--- config.mk ---
export PLATFORM = sky130hd
export DESIGN_NAME = reset_sequencer
export DESIGN_NICKNAME = d
export VERILOG_FILES = /design/src/rtl/rs_pkg.sv /design/src/rtl/rs_tick.sv /design/src/rtl/rs_fsm.sv /design/src/rtl/rs_cfg_latch.sv /design/src/rtl/rs_regs.sv /design/src/rtl/reset_sequencer.sv
export SDC_FILE = /design/constraint.sdc
export NUM_CORES = 1
export LEC_CHECK = 0
export ABC_AREA = 1
export CAP_MARGIN = 25
export CORE_UTILIZATION = 50
export DETAILED_ROUTE_END_ITERATION = 10
export DONT_BUFFER_PORTS = 1
export GPL_ROUTABILITY_DRIVEN = 0
export HOLD_SLACK_MARGIN = 0.05
export PLACE_DENSITY = 0.65
export SLEW_MARGIN = 20
export SYNTH_ARGS = -nofsm -noshare
export SYNTH_HDL_FRONTEND = slang
export SYNTH_SLANG_ARGS = --single-unit
--- constraint.sdc ---
create_clock -name clk -period 1.7 [get_ports clk]
set_input_delay 0.085 -clock clk [delete_from_list [all_inputs] [get_ports clk]]
set_output_delay 0.085 -clock clk [all_outputs]
set_load 0.03 [all_outputs]
--- src/rtl/rs_pkg.sv ---
package rs_pkg;
  typedef enum logic [1:0] {
    ST_IDLE   = 2'd0,
    ST_WAIT   = 2'd1,
    ST_COUNT  = 2'd2,
    ST_SETTLE = 2'd3
  } rs_state_t;

  typedef enum logic [1:0] {
    SRC_POR = 2'd0,
    SRC_CHK = 2'd1,
    SRC_TAP = 2'd2
  } rs_src_t;

  localparam int SETTLE_CYCLES = 4;
  localparam int STAT_POR      = 0;
  localparam int STAT_CHK      = 1;
  localparam int STAT_WAKE     = 2;
  localparam int STAT_BOOT     = 3;
  localparam int STAT_W        = 5;
endpackage

--- src/rtl/rs_tick.sv ---
module rs_tick #(
  parameter int W = 4
) (
  input  logic         clk,
  input  logic         rst,
  input  logic         clr,
  input  logic         en,
  output logic [W-1:0] q
);
  always_ff @(posedge clk) begin
    if (rst || clr) q <= '0;
    else if (en)    q <= q + W'(1);
  end
endmodule

--- src/rtl/rs_fsm.sv ---
module rs_fsm
  import rs_pkg::*;
#(
  parameter int HOLD_CYCLES = 16
) (
  input  logic      clk,
  input  logic      rst,
  input  logic      lock,
  input  logic      chk_req,
  input  logic      tap_req,
  output rs_state_t state,
  output rs_src_t   src,
  output logic      rst_n,
  output logic      start,
  output logic      sample,
  output logic      done
);
  localparam int CW = $clog2(HOLD_CYCLES + 1);
  localparam int SW = $clog2(SETTLE_CYCLES + 1);
  localparam logic [CW-1:0] CNT_LAST = CW'(HOLD_CYCLES - 1);
  localparam logic [SW-1:0] SET_LAST = SW'(SETTLE_CYCLES - 1);

  logic [CW-1:0] cnt_q;
  logic [SW-1:0] set_q;
  logic          tap_block;

  rs_tick #(.W(CW)) u_cnt (
    .clk(clk), .rst(rst), .clr(state != ST_COUNT), .en(state == ST_COUNT), .q(cnt_q)
  );
  rs_tick #(.W(SW)) u_set (
    .clk(clk), .rst(rst), .clr(state != ST_SETTLE), .en(state == ST_SETTLE), .q(set_q)
  );

  always_comb begin
    start     = (state == ST_IDLE) && (chk_req || tap_req);
    sample    = (state == ST_COUNT) && lock && (cnt_q == CNT_LAST);
    done      = (state == ST_SETTLE) && (set_q == SET_LAST);
    tap_block = (src == SRC_TAP) && tap_req;
  end

  always_ff @(posedge clk) begin
    if (rst) begin
      state <= ST_WAIT;
      src   <= SRC_POR;
      rst_n <= 1'b0;
    end else begin
      case (state)
        ST_IDLE: begin
          if (chk_req) begin
            state <= ST_WAIT;
            src   <= SRC_CHK;
            rst_n <= 1'b0;
          end else if (tap_req) begin
            state <= ST_WAIT;
            src   <= SRC_TAP;
            rst_n <= 1'b0;
          end
        end
        ST_WAIT: begin
          if (lock && !tap_block) state <= ST_COUNT;
        end
        ST_COUNT: begin
          if (!lock)       state <= ST_WAIT;
          else if (sample) state <= ST_SETTLE;
        end
        ST_SETTLE: begin
          if (done) begin
            state <= ST_IDLE;
            rst_n <= 1'b1;
          end
        end
        default: state <= ST_IDLE;
      endcase
    end
  end
endmodule

--- src/rtl/rs_cfg_latch.sv ---
module rs_cfg_latch (
  input  logic       clk,
  input  logic       rst,
  input  logic       strap,
  input  logic       wake_pin,
  input  logic [1:0] pll_pin,
  input  logic [1:0] boot_pin,
  input  logic       start,
  input  logic       sample,
  output logic       wake_cfg,
  output logic [1:0] pll_cfg,
  output logic [1:0] boot_cfg
);
  always_ff @(posedge clk) begin
    if (rst) begin
      wake_cfg <= wake_pin;
      pll_cfg  <= strap ? pll_pin : 2'b00;
      boot_cfg <= 2'b00;
    end else begin
      if (start) begin
        wake_cfg <= wake_pin;
        if (strap) pll_cfg <= pll_pin;
      end else if (sample) begin
        wake_cfg <= wake_pin;
        if (strap) boot_cfg <= boot_pin;
      end
    end
  end
endmodule

--- src/rtl/rs_regs.sv ---
module rs_regs
  import rs_pkg::*;
#(
  parameter int DW = 8
) (
  input  logic              clk,
  input  logic              rst,
  input  logic              we,
  input  logic              addr,
  input  logic [DW-1:0]     wdata,
  input  logic              done,
  input  rs_src_t           src,
  input  logic              wake_cfg,
  input  logic [1:0]        boot_cfg,
  output logic              chk_en,
  output logic [STAT_W-1:0] status,
  output logic [DW-1:0]     rdata
);
  logic [DW-1:0] ctrl_q;

  assign chk_en = ctrl_q[0];

  always_ff @(posedge clk) begin
    if (rst) ctrl_q <= '0;
    else if (we && !addr) ctrl_q <= wdata;
  end

  always_ff @(posedge clk) begin
    if (rst) begin
      status <= '0;
    end else if (done) begin
      status[STAT_WAKE]             <= wake_cfg;
      status[STAT_BOOT+1:STAT_BOOT] <= boot_cfg;
      case (src)
        SRC_POR: begin status[STAT_POR] <= 1'b1; status[STAT_CHK] <= 1'b0; end
        SRC_CHK: begin status[STAT_POR] <= 1'b0; status[STAT_CHK] <= 1'b1; end
        default: ;
      endcase
    end
  end

  always_ff @(posedge clk) begin
    if (rst) rdata <= '0;
    else     rdata <= addr ? DW'(status) : ctrl_q;
  end
endmodule

--- src/rtl/reset_sequencer.sv ---
module reset_sequencer
  import rs_pkg::*;
#(
  parameter int HOLD_CYCLES = 16,
  parameter int DW          = 8
) (
  input  logic          clk,
  input  logic          rst,
  input  logic          pll_lock_i,
  input  logic          core_halt_i,
  input  logic          tap_en_i,
  input  logic          tap_bsel_i,
  input  logic          strap_cfg_i,
  input  logic          wake_pin_i,
  input  logic [1:0]    pll_pin_i,
  input  logic [1:0]    boot_pin_i,
  input  logic          reg_we_i,
  input  logic          reg_addr_i,
  input  logic [DW-1:0] reg_wdata_i,
  output logic [DW-1:0] reg_rdata_o,
  output logic          rst_n_o,
  output logic          wake_cfg_o,
  output logic [1:0]    pll_cfg_o,
  output logic [1:0]    boot_cfg_o
);
  rs_state_t         st;
  rs_src_t           src;
  logic              start, sample, done, chk_en;
  logic              chk_req, tap_req;
  logic [STAT_W-1:0] stat;

  assign chk_req = core_halt_i && chk_en;
  assign tap_req = tap_en_i && tap_bsel_i;

  rs_fsm #(.HOLD_CYCLES(HOLD_CYCLES)) u_fsm (
    .clk(clk), .rst(rst), .lock(pll_lock_i), .chk_req(chk_req), .tap_req(tap_req),
    .state(st), .src(src), .rst_n(rst_n_o), .start(start), .sample(sample), .done(done)
  );

  rs_cfg_latch u_cfg (
    .clk(clk), .rst(rst), .strap(strap_cfg_i), .wake_pin(wake_pin_i),
    .pll_pin(pll_pin_i), .boot_pin(boot_pin_i), .start(start), .sample(sample),
    .wake_cfg(wake_cfg_o), .pll_cfg(pll_cfg_o), .boot_cfg(boot_cfg_o)
  );

  rs_regs #(.DW(DW)) u_regs (
    .clk(clk), .rst(rst), .we(reg_we_i), .addr(reg_addr_i), .wdata(reg_wdata_i),
    .done(done), .src(src), .wake_cfg(wake_cfg_o), .boot_cfg(boot_cfg_o),
    .chk_en(chk_en), .status(stat), .rdata(reg_rdata_o)
  );
endmodule

==> flow_metrics.py <==
metrics = {
    "setup_path": {
        "path_delay_family": "buffers and inverters",
        "reg2reg_depth": 8,
        "slowest_stage": "dlygate4sd3_1",
        "path_cells": "dlygate4sd3_1, a21boi_0, dlygate4sd3_1",
        "end_kind": "flop",
        "path_depth": 3,
        "path_class": "primary input to flop",
        "ff2ff_setup_slack_ns": 0.35,
        "endpoint": "u_cfg.pll_cfg[1]$_DFFE_PP_",
        "crit_buf_inv": 2,
        "cp.required_ns": 1.81,
        "r2r_start": "u_fsm.u_cnt.q[0]$_SDFFE_PP0N_",
        "path_common_cell": "dlygate4sd3_1",
        "slowest_delay_ns": 0.68,
        "startpoint": "rst",
        "timing.rr.end": "u_cfg.boot_cfg[1]$_SDFFE_PP0P_",
        "critPathMaxFanout": 6,
        "cp-start-kind": "primary input",
        "arrival_ns": 1.48,
    },
    "logic_synthesis": {
        "ys_warn_count": 0,
        "syn_area_per_cell_um2": 8.30,
        "yosysSeqAreaShare": 0.540,
        "synth-seq-cells": 39,
        "netlist-cell-type-count": 25,
        "synth_area_um2": 1500,
        "synthCells": 181,
        "synthesis.nets": 207,
    },
    "job": {
        "cap_violations": 0,
    },
    "floorplan": {
        "die_height_um": 56.8,
        "die_w_um": 56.8,
        "coreArea_um2": 2810,
        "start_util": 0.536,
        "die_area_um2": 3230,
        "num_rows": 19,
        "num_io_pins": 36,
    },
    "clock_network": {
        "cts_made_buffers": 5,
        "cts_resized": 0,
        "clock_sinks": 39,
        "cts.clk_slew.worst_paths_ns": 0.11,
        "cts_tree": "done",
        "cts_root_buffer": "clkbuf_4",
        "clk_latency_ns": 0.36,
        "cts_max_path_buffers": 2,
        "htreeDepth": 2,
    },
    "sta": {
        "min_period_over_period": 0.802,
        "setup-tns-final_ns": 0,
        "fmax_ghz": 0.733,
        "hold_viol_final": 0,
        "worstMarginPinSlew_ns": 0.397,
        "skew_ns": 0.00721,
        "drv_slew": 0,
        "period_needed_ns": 1.36,
        "slew_headroom": 0.735,
        "rsz0062_at_grt": "no",
        "setup_viol": 0,
    },
    "placed_design": {
        "numPortBuffers": 0,
        "hpwlAfterDp_um": 1910,
        "dp_cells": 209,
        "post_dp_cell_area_um2": 1520,
    },
    "global_route": {
        "grtUsageMet1": 0.227,
        "grtUsageTotal": 0.204,
        "grt_use_met2": 0.321,
        "antenna_found_initial": 0,
        "first_global_vias": 1141,
        "top_usage_layer": "met2",
        "globalRouteOverflowTotal": 0,
        "grt_start_max_net_pins": 29,
        "use_met3": 0.0853,
        "grt_pass1_wl_um": 4860,
    },
    "layout": {
        "diodes": 0,
        "area_growth_pct": 18.2,
        "fin_cells": 237,
        "final_common_cell": "nor2_1",
        "nNetsFinal": 231,
        "layout_common_cells": "41 x nor2_1, 36 x dfxtp_1, 20 x nand2_1, 20 x dlygate4sd3_1, 17 x inv_1",
        "n_fill_cell": 251,
        "drive_above_1_share": 0.0874,
        "final_area_um2": 1780,
    },
    "detailed_routing": {
        "wl_per_cell_um": 11.9,
        "drtAntennaViolNets": 0,
        "drtPass1Iterations": 4,
        "totalWireLength_um": 2820,
        "drc": 0,
        "drtIter0Drc": 48,
        "via_count": 1236,
        "via_per_inst": 5.22,
    },
    "power_and_ir_drop": {
        "netSwitchingPower_mw": 0.550,
        "seq_power_share": 0.588,
        "switching_share": 0.304,
        "pwr-share-comb": 0.154,
        "pwr-share-clk": 0.257,
        "ir_drop_mv": 0.630,
        "internal_power_mw": 1.26,
        "p_leak_nw": 0.732,
        "p_per_area_nw_per_um2": 1020,
    },
    "outcome": {
        "outcome": "finished, final reports clean",
    },
    "min_path": {
        "whs_path_depth": 4,
        "hold_path_class": "primary input to flop",
    },
}
## area by class of cell
class                   instances  area (µm²)  share of cell area
inverters                      21        81.3              0.0458
multi-input cells             118         593               0.334
clock inverters                 2        11.3             0.00634
well taps                      31        38.8              0.0218
clock buffers                   6        41.3              0.0232
flip-flops and latches         39         811               0.456
repair buffers                 20         200               0.113
## cell usage after synthesis (all sizes together)
cell type | number | area share
nor2 | 45 | 0.13
dfxtp | 36 | 0.48
o21ai | 24 | 0.080
nand2 | 22 | 0.058
inv | 20 | 0.052
a21oi | 10 | 0.038
nand3 | 7 | 0.023
ha | 4 | 0.033
buf | 3 | 0.012
edfxtp | 3 | 0.060
a21boi | 2 | 0.010
clkinv | 1 | 0.0025
nand3b | 1 | 0.0050
nand4 | 1 | 0.0042
nor3b | 1 | 0.0050
xor2 | 1 | 0.0058
## worst min-delay path by stage
stage,slack [ns],to,start
after detailed placement,0.15,u_regs.status[1]$_SDFFE_PP0P_,rst
after global routing,0.06,u_fsm.src[1]$_SDFFE_PP0P_,tap_bsel_i
after global placement,0.15,u_regs.status[1]$_SDFFE_PP0P_,rst
after floorplan,0.15,u_regs.status[1]$_SDFFE_PP0P_,rst
after CTS,0.06,u_cfg.pll_cfg[0]$_DFFE_PP_,strap_cfg_i
final,0.07,u_fsm.src[1]$_SDFFE_PP0P_,tap_bsel_i
## stage by stage
| stage | power, mW | worst slack [ns] | util | hold slack (ns) |
|---|---|---|---|---|
| after detailed placement | 1.32 | 0.364 | 0.543 | 0.150 |
| after floorplan | 1.27 | 0.446 | - | 0.147 |
| final | 1.81 | 0.336 | 0.633 | 0.0667 |
| after global placement | 1.31 | 0.404 | 0.543 | 0.149 |
| after CTS | 1.82 | 0.347 | 0.633 | 0.0625 |
| after global routing | 1.92 | 0.189 | 0.633 | 0.0626 |
## routing by layer
metal	vias up	wire length, µm
met3	8	171
li1	629	-
met4	0	99
met5	-	0
met2	33	1350
met1	566	1200
## power by group through the flow
stage / Sequential, mW / Clock [mW] / Combinational, mW
after floorplan: 1.07 / 0 / 0.200
after global placement: 1.08 / 0 / 0.227
after detailed placement: 1.08 / 0 / 0.235
after CTS: 1.06 / 0.479 / 0.279
after global routing: 1.07 / 0.532 / 0.319
final: 1.06 / 0.465 / 0.279
## state kept, by name (all words and copies together) (netlist names), 3 cells and up
register / cells
u_regs.ctrl_q: 8
u_fsm.u_cnt.q: 5
u_fsm.u_set.q: 3
u_regs.rdata: 8
u_regs.status: 5
## worst register-to-register path, cell delays in order, from the launching register on
cell	delay, ns
dfxtp_1	0.34
ha_1	0.21
nand2_1	0.08
nor2_1	0.04
ha_1	0.20
nand4_1	0.15
clkinv_1	0.10
nor2_1	0.09
nor2_1	0.05
## what timing repair did
| action | CTS | global route |
|---|---|---|
| hold buffers | 20 | 0 |
| setup buffers | 0 | 0 |
| hold endpoints to repair | 28 | 0 |
## cells by family after synthesis
family                   count (synthesis)  synth area share
AO/OA/AOI/OAI                           36             0.128
XOR/XNOR                                 1           0.00583
adder cells (fa/ha/maj)                  4            0.0333
buffers and inverters                   24            0.0658
flip-flops                              39             0.540
AND/OR/NAND/NOR                         77             0.227
(Power assumes the default switching activity.)
